--- src/rtl/pacc_pkg.sv ---
package pacc_pkg;
    localparam int ADDR_W = 2;

    localparam logic [ADDR_W-1:0] ADDR_FLAGS  = 2'd0;
    localparam logic [ADDR_W-1:0] ADDR_CNT_HI = 2'd2;
    localparam logic [ADDR_W-1:0] ADDR_CNT_LO = 2'd3;

    localparam int FLAG_EDGE_BIT = 0;
    localparam int FLAG_OVF_BIT  = 1;

    typedef enum logic [1:0] {
        ST_OFF       = 2'd0,
        ST_EVENT     = 2'd1,
        ST_GATE_SHUT = 2'd2,
        ST_GATE_OPEN = 2'd3
    } pacc_state_e;
endpackage

--- src/rtl/pacc_front.sv ---
module pacc_front
    import pacc_pkg::*;
#(
    parameter int SYNC_STAGES = 2
) (
    input  logic clk,
    input  logic rst_n,
    input  logic pin_in,
    input  logic tick_en,
    input  logic acc_en,
    input  logic gated,
    input  logic active_hi,
    output logic count_pulse,
    output logic edge_pulse
);
    localparam int TOP = SYNC_STAGES - 1;

    logic [TOP:0] sync_q;
    logic         prev_q;
    logic         lvl;
    logic         act_now;
    logic         act_prev;
    pacc_state_e  state_q;
    pacc_state_e  state_d;

    generate
        if (SYNC_STAGES > 1) begin : g_chain
            always_ff @(posedge clk or negedge rst_n) begin
                if (!rst_n) sync_q <= '0;
                else        sync_q <= {sync_q[TOP-1:0], pin_in};
            end
        end else begin : g_single
            always_ff @(posedge clk or negedge rst_n) begin
                if (!rst_n) sync_q <= '0;
                else        sync_q <= pin_in;
            end
        end
    endgenerate

    assign lvl = sync_q[TOP];

    always_ff @(posedge clk or negedge rst_n) begin
        if (!rst_n) prev_q <= 1'b0;
        else        prev_q <= lvl;
    end

    assign act_now  = (lvl == active_hi);
    assign act_prev = (prev_q == active_hi);

    // State register
    always_ff @(posedge clk or negedge rst_n) begin
        if (!rst_n) state_q <= ST_OFF;
        else        state_q <= state_d;
    end

    // Next state
    always_comb begin
        if (!acc_en)      state_d = ST_OFF;
        else if (!gated)  state_d = ST_EVENT;
        else if (act_now) state_d = ST_GATE_OPEN;
        else              state_d = ST_GATE_SHUT;
    end

    // Outputs
    always_comb begin
        count_pulse = 1'b0;
        edge_pulse  = 1'b0;
        unique case (state_q)
            ST_OFF: begin
                count_pulse = 1'b0;
                edge_pulse  = 1'b0;
            end
            ST_EVENT: begin
                edge_pulse  = acc_en && !gated && act_now && !act_prev;
                count_pulse = acc_en && !gated && act_now && !act_prev;
            end
            ST_GATE_SHUT: begin
                count_pulse = 1'b0;
                edge_pulse  = 1'b0;
            end
            ST_GATE_OPEN: begin
                count_pulse = acc_en && gated && tick_en;
                edge_pulse  = acc_en && gated && !act_now;
            end
            default: begin
                count_pulse = 1'b0;
                edge_pulse  = 1'b0;
            end
        endcase
    end
endmodule

--- src/rtl/pacc_count.sv ---
module pacc_count #(
    parameter int BYTE_W     = 8,
    parameter int CH_PRESENT = 1
) (
    input  logic                  clk,
    input  logic                  rst_n,
    input  logic                  step,
    input  logic                  ld_hi,
    input  logic                  ld_lo,
    input  logic [2*BYTE_W-1:0]   ld_data,
    output logic [2*BYTE_W-1:0]   cnt,
    output logic                  wrap
);
    localparam int CNT_W = 2 * BYTE_W;

    generate
        if (CH_PRESENT != 0) begin : g_present
            logic [CNT_W-1:0] cnt_q;
            logic             any_ld;

            assign any_ld = ld_hi || ld_lo;

            always_ff @(posedge clk or negedge rst_n) begin
                if (!rst_n) begin
                    cnt_q <= '0;
                end else if (any_ld) begin
                    cnt_q <= {ld_hi ? ld_data[CNT_W-1:BYTE_W] : cnt_q[CNT_W-1:BYTE_W],
                              ld_lo ? ld_data[BYTE_W-1:0]     : cnt_q[BYTE_W-1:0]};
                end else if (step) begin
                    cnt_q <= cnt_q + 1'b1;
                end
            end

            assign cnt  = cnt_q;
            assign wrap = step && !any_ld && (&cnt_q);
        end else begin : g_absent
            assign cnt  = '0;
            assign wrap = 1'b0;
        end
    endgenerate
endmodule

--- src/rtl/pacc_regs.sv ---
module pacc_regs
    import pacc_pkg::*;
#(
    parameter int BYTE_W = 8
) (
    input  logic                clk,
    input  logic                rst_n,
    input  logic                timer_en,
    input  logic                acc_en,
    input  logic                fast_clr,
    input  logic                edge_irq_en,
    input  logic                ovf_irq_en,
    input  logic                bus_rd,
    input  logic                bus_wr,
    input  logic                bus_size16,
    input  logic [ADDR_W-1:0]   bus_addr,
    input  logic [2*BYTE_W-1:0] bus_wdata,
    input  logic [2*BYTE_W-1:0] cnt,
    input  logic                edge_pulse,
    input  logic                wrap,
    output logic                ld_hi,
    output logic                ld_lo,
    output logic [2*BYTE_W-1:0] ld_data,
    output logic                flag_edge,
    output logic                flag_ovf,
    output logic [2*BYTE_W-1:0] rdata,
    output logic                irq_edge,
    output logic                irq_ovf
);
    localparam int CNT_W = 2 * BYTE_W;

    logic sel_flags, sel_hi, sel_lo, word;
    logic cnt_touch, w1c_ok, fast_hit;
    logic clr_edge, clr_ovf;
    logic flag_edge_q, flag_ovf_q;

    assign sel_flags = (bus_addr == ADDR_FLAGS);
    assign sel_hi    = (bus_addr == ADDR_CNT_HI);
    assign sel_lo    = (bus_addr == ADDR_CNT_LO);
    assign word      = bus_size16 && sel_hi;

    assign ld_hi   = bus_wr && sel_hi;
    assign ld_lo   = bus_wr && (sel_lo || word);
    assign ld_data = word ? bus_wdata : {bus_wdata[BYTE_W-1:0], bus_wdata[BYTE_W-1:0]};

    assign cnt_touch = (bus_rd || bus_wr) && (sel_hi || sel_lo);
    assign fast_hit  = fast_clr && cnt_touch;
    assign w1c_ok    = bus_wr && sel_flags && (timer_en || acc_en);
    assign clr_edge  = (w1c_ok && bus_wdata[FLAG_EDGE_BIT]) || fast_hit;
    assign clr_ovf   = (w1c_ok && bus_wdata[FLAG_OVF_BIT]) || fast_hit;

    always_ff @(posedge clk or negedge rst_n) begin
        if (!rst_n) begin
            flag_edge_q <= 1'b0;
            flag_ovf_q  <= 1'b0;
        end else begin
            if (edge_pulse)    flag_edge_q <= 1'b1;
            else if (clr_edge) flag_edge_q <= 1'b0;
            if (wrap)          flag_ovf_q  <= 1'b1;
            else if (clr_ovf)  flag_ovf_q  <= 1'b0;
        end
    end

    assign flag_edge = flag_edge_q;
    assign flag_ovf  = flag_ovf_q;
    assign irq_edge  = flag_edge_q && edge_irq_en;
    assign irq_ovf   = flag_ovf_q && ovf_irq_en;

    always_comb begin
        rdata = '0;
        if (bus_rd) begin
            if (sel_flags) begin
                rdata[FLAG_EDGE_BIT] = flag_edge_q;
                rdata[FLAG_OVF_BIT]  = flag_ovf_q;
            end else if (word) begin
                rdata = cnt;
            end else if (sel_hi) begin
                rdata[BYTE_W-1:0] = cnt[CNT_W-1:BYTE_W];
            end else if (sel_lo) begin
                rdata[BYTE_W-1:0] = cnt[BYTE_W-1:0];
            end
        end
    end
endmodule

--- src/rtl/pulse_acc_top.sv ---
module pulse_acc_top
    import pacc_pkg::*;
#(
    parameter int BYTE_W      = 8,
    parameter int SYNC_STAGES = 2,
    parameter int CH_PRESENT  = 1
) (
    input  logic                clk,
    input  logic                rst_n,
    input  logic                pin_in,
    input  logic                tick_en,
    input  logic                cfg_timer_en,
    input  logic                cfg_acc_en,
    input  logic                cfg_gated,
    input  logic                cfg_active_hi,
    input  logic                cfg_fast_clr,
    input  logic                cfg_edge_irq_en,
    input  logic                cfg_ovf_irq_en,
    input  logic                bus_rd,
    input  logic                bus_wr,
    input  logic                bus_size16,
    input  logic [1:0]          bus_addr,
    input  logic [2*BYTE_W-1:0] bus_wdata,
    output logic [2*BYTE_W-1:0] bus_rdata,
    output logic                irq_edge,
    output logic                irq_ovf
);
    localparam int CNT_W = 2 * BYTE_W;

    logic             count_pulse;
    logic             edge_pulse;
    logic             wrap;
    logic             ld_hi, ld_lo;
    logic [CNT_W-1:0] ld_data;
    logic [CNT_W-1:0] cnt_q;
    logic             flag_edge_q, flag_ovf_q;

    pacc_front #(.SYNC_STAGES(SYNC_STAGES)) u_front (
        .clk         (clk),
        .rst_n       (rst_n),
        .pin_in      (pin_in),
        .tick_en     (tick_en),
        .acc_en      (cfg_acc_en),
        .gated       (cfg_gated),
        .active_hi   (cfg_active_hi),
        .count_pulse (count_pulse),
        .edge_pulse  (edge_pulse)
    );

    pacc_count #(.BYTE_W(BYTE_W), .CH_PRESENT(CH_PRESENT)) u_count (
        .clk     (clk),
        .rst_n   (rst_n),
        .step    (count_pulse),
        .ld_hi   (ld_hi),
        .ld_lo   (ld_lo),
        .ld_data (ld_data),
        .cnt     (cnt_q),
        .wrap    (wrap)
    );

    pacc_regs #(.BYTE_W(BYTE_W)) u_regs (
        .clk         (clk),
        .rst_n       (rst_n),
        .timer_en    (cfg_timer_en),
        .acc_en      (cfg_acc_en),
        .fast_clr    (cfg_fast_clr),
        .edge_irq_en (cfg_edge_irq_en),
        .ovf_irq_en  (cfg_ovf_irq_en),
        .bus_rd      (bus_rd),
        .bus_wr      (bus_wr),
        .bus_size16  (bus_size16),
        .bus_addr    (bus_addr),
        .bus_wdata   (bus_wdata),
        .cnt         (cnt_q),
        .edge_pulse  (edge_pulse),
        .wrap        (wrap),
        .ld_hi       (ld_hi),
        .ld_lo       (ld_lo),
        .ld_data     (ld_data),
        .flag_edge   (flag_edge_q),
        .flag_ovf    (flag_ovf_q),
        .rdata       (bus_rdata),
        .irq_edge    (irq_edge),
        .irq_ovf     (irq_ovf)
    );
endmodule

--- config.mk ---
export PLATFORM = sky130hd
export DESIGN_NAME = pulse_acc_top
export DESIGN_NICKNAME = d
export VERILOG_FILES = /design/src/rtl/pacc_pkg.sv /design/src/rtl/pacc_front.sv /design/src/rtl/pacc_count.sv /design/src/rtl/pacc_regs.sv /design/src/rtl/pulse_acc_top.sv
export SDC_FILE = /design/constraint.sdc
export NUM_CORES = 1
export LEC_CHECK = 0
export ABC_AREA = 1
export BUFFER_PORTS_ARGS = -buffer_cell sky130_fd_sc_hd__buf_2
export CAP_MARGIN = 25
export CORE_MARGIN = 2
export CORE_UTILIZATION = 30
export DETAILED_ROUTE_END_ITERATION = 8
export GPL_TIMING_DRIVEN = 0
export HOLD_SLACK_MARGIN = 0.02
export SLEW_MARGIN = 20
export SYNTH_ARGS = -nofsm -noshare
export SYNTH_HDL_FRONTEND = slang
export SYNTH_SLANG_ARGS = --single-unit
export TNS_END_PERCENT = 5
--- constraint.sdc ---
create_clock -name clk -period 2.05 [get_ports clk]
set_input_delay 0.41 -clock clk [delete_from_list [all_inputs] [get_ports clk]]
set_output_delay 0.41 -clock clk [all_outputs]
set_load 0.1 [all_outputs]
==> impl_metrics.json <==
{
  "status": "finished, final reports clean",
  "route.detailed.drc": 0,
  "dr_total_vias": 2140,
  "drtIter0Drc": 132,
  "grt.total_usage_pct": 17.9,
  "hold_violations": 0,
  "finalWirelength_mm": 5.92,
  "setup-tns-final_ps": 0,
  "firstDrtPassIters": 4,
  "ir_drop_mv": 0.259,
  "dpl_cell_area_sq_um": 2380,
  "cp_max_fo": 7,
  "layout_common_cells": "nand2_1 (108), nand3_1 (39), buf_2 (33), inv_1 (29), dfrtp_1 (23)",
  "grt_pass1_wl_mm": 10.3,
  "synth_top_area_share_pct": 30.0,
  "clockRootBuffer": "clkbuf_8",
  "num-nets-final": 390,
  "yosysTopAreaCell": "dfrtp_1",
  "final_common_cell": "nand2_1",
  "ys_async_sr_fraction_pct": 100,
  "dp_hpwl_mm": 4.58,
  "drt-wirelength-per-cell_microns": 13.7,
  "clock_latency_ps": 270,
  "end_kind": "output port",
  "synth_cell_types": 29,
  "clk_path_buf_depth": 2,
  "die_h_microns": 84.0,
  "yosysSeqAreaShare_pct": 30.0,
  "dpl_worst_slack_ps": -370,
  "startpoint_type": "input port",
  "arrival_ps": 1590,
  "synthTopCellsByArea": "dfrtp_1 (30%), nand2_1 (22%), nand3_1 (10%)",
  "cts_sinks": 23,
  "finalSetupViolCount": 0,
  "syn-num-nets": 334,
  "antenna_found_initial": 0,
  "fin_cells": 433,
  "portBuffers": 49,
  "synth_cells": 301,
  "crit_type": "in2out",
  "htreeDepth": 1,
  "slew_headroom_pct": 63.0,
  "multiInputGateArea_sq_um": 1300,
  "synth_edf_count": 0,
  "core_area_sq_um": 6280,
  "setup_ws_ps": 45.0,
  "final_area_sq_um": 2620,
  "fillers": 704,
  "fin_skew_ps": 3.85,
  "grt_start_max_net_pins": 24,
  "avgSynthCellArea_sq_um": 6.37,
  "p_leak_nw": 1.31,
  "min_period_over_period_pct": 97.8,
  "utilization_pct": 41.8,
  "cts_buffers": 3,
  "fmax_mhz": 499,
  "die_w_microns": 84.0,
  "placed_cells": 427,
  "via_per_inst": 4.94,
  "holdWs_ps": 114,
  "cts.clk_slew.worst_paths_ps": 90,
  "fin_crit_ps": 2000,
  "place.gp.congestion": 0.906,
  "fin_total_pwr_mw": 1.73,
  "grt_pass1_vias": 2144,
  "ys.flop_type": "dfrtp_1",
  "tightest_slew_ps": 556,
  "ys_seq_elements": 23,
  "start_util_pct": 30.6,
  "seqCellArea_sq_um": 576,
  "cap_viol_max_count": 0,
  "num_rows": 29,
  "area_growth_pct": 36.8,
  "drtAntennaViolNets": 0,
  "num_antenna_cells": 0,
  "drv_slew": 0,
  "hold_path_class": "in2async",
  "syn_area_sq_um": 1920,
  "layout-drive-gt1-share_pct": 27.2,
  "ios": 50,
  "die-area_sq_um": 7050,
  "p_per_area_nw_per_um2": 658,
  "yosysWarnings": 0,
  "required_ps": 1640,
  "grt-ovfl-total": 0,
  "cts_tree": "yes"
}
==> path summary, 6_finish.rpt <==
check | slack, ps | cells after the start | start | endpoint
max | 50 | 9 | bus_size16 | bus_rdata[7]
min | 110 | 1 | rst_n | u_front.prev_q$_DFF_PN0_
max reg2reg | 340 | 10 | u_count.cnt[0]$_DFFE_PN0P_ | u_count.cnt[14]$_DFFE_PN0P_
min reg2reg | 350 | 0 | u_front.sync_q[0]$_DFF_PN0_ | u_front.sync_q[1]$_DFF_PN0_
max in group asynchronous | 1560 | 1 | rst_n | u_count.cnt[11]$_DFFE_PN0P_
min in group clk | 230 | 1 | pin_in | u_front.sync_q[0]$_DFF_PN0_
==> registers in the layout, summed over array words and instances, names as in the netlist <==
register,count
u_count.cnt,16
u_front.prev_q,1
u_front.state_q,2
u_regs.flag_edge,1
u_front.sync_q,2
u_regs.flag_ovf,1
==> timing repair <==
item	CTS	global route
setup endpoints to repair	16	16
hold buffers	0	0
buffers inserted	0	2
pin swaps	0	7
gates resized for setup	20	34
==> where the power goes <==
group | internal, mW | switching [mW]
sequential | 0.545 | 0.152
clock | 0.136 | 0.163
combinational | 0.260 | 0.470
total | 0.942 | 0.784
==> critical path, cell delays in order <==
cell and delay (ps):
buf_2 140, inv_2 100, nand2_2 110, inv_1 90
nor2_4 120, buf_4 150, nand2_1 70, a21oi_2 160
buf_6 240
==> synthesized netlist by cell type (2+ instances only) <==
cell type,instances
a21oi_1,10
buf_6,5
dfrtp_1,23
inv_1,29
inv_2,2
nand2_1,113
nand2_2,4
nand2_8,2
nand3_1,39
nand4_1,5
nor2_1,21
nor3_1,9
o211ai_1,6
o21ai_0,11
o21ai_1,4
xnor2_1,4
xor2_1,2
==> logic make-up (layout without fill, tap and decap cells) <==
group,Yosys count,count (layout),synth area share (%)
buf+inv,39,94,10.0
simple gates,199,199,46.9
compound gates,33,33,9.65
xor+xnor,6,6,2.74
fa+ha+maj,1,1,0.652
flops,23,23,30.0
==> cell type report <==
cell class / instances / share of cell area (%)
Tap cell: 77 / 3.67
Clock inverter: 1 / 0.191
Buffer: 7 / 2.72
Timing Repair Buffer: 51 / 15.5
Multi-Input combinational cell: 239 / 49.6
Clock buffer: 3 / 1.57
Inverter: 32 / 4.77
Sequential cell: 23 / 21.9
==> metal layers <==
metal	GRT usage [%]	up-vias	wire length, microns
met1	25.1	988	2810
met4	5.87	0	89
met2	29.0	55	2770
met3	1.68	7	253
li1	-	1090	-
met5	0	-	0
Note: power is estimated with default switching activity, not from simulation.
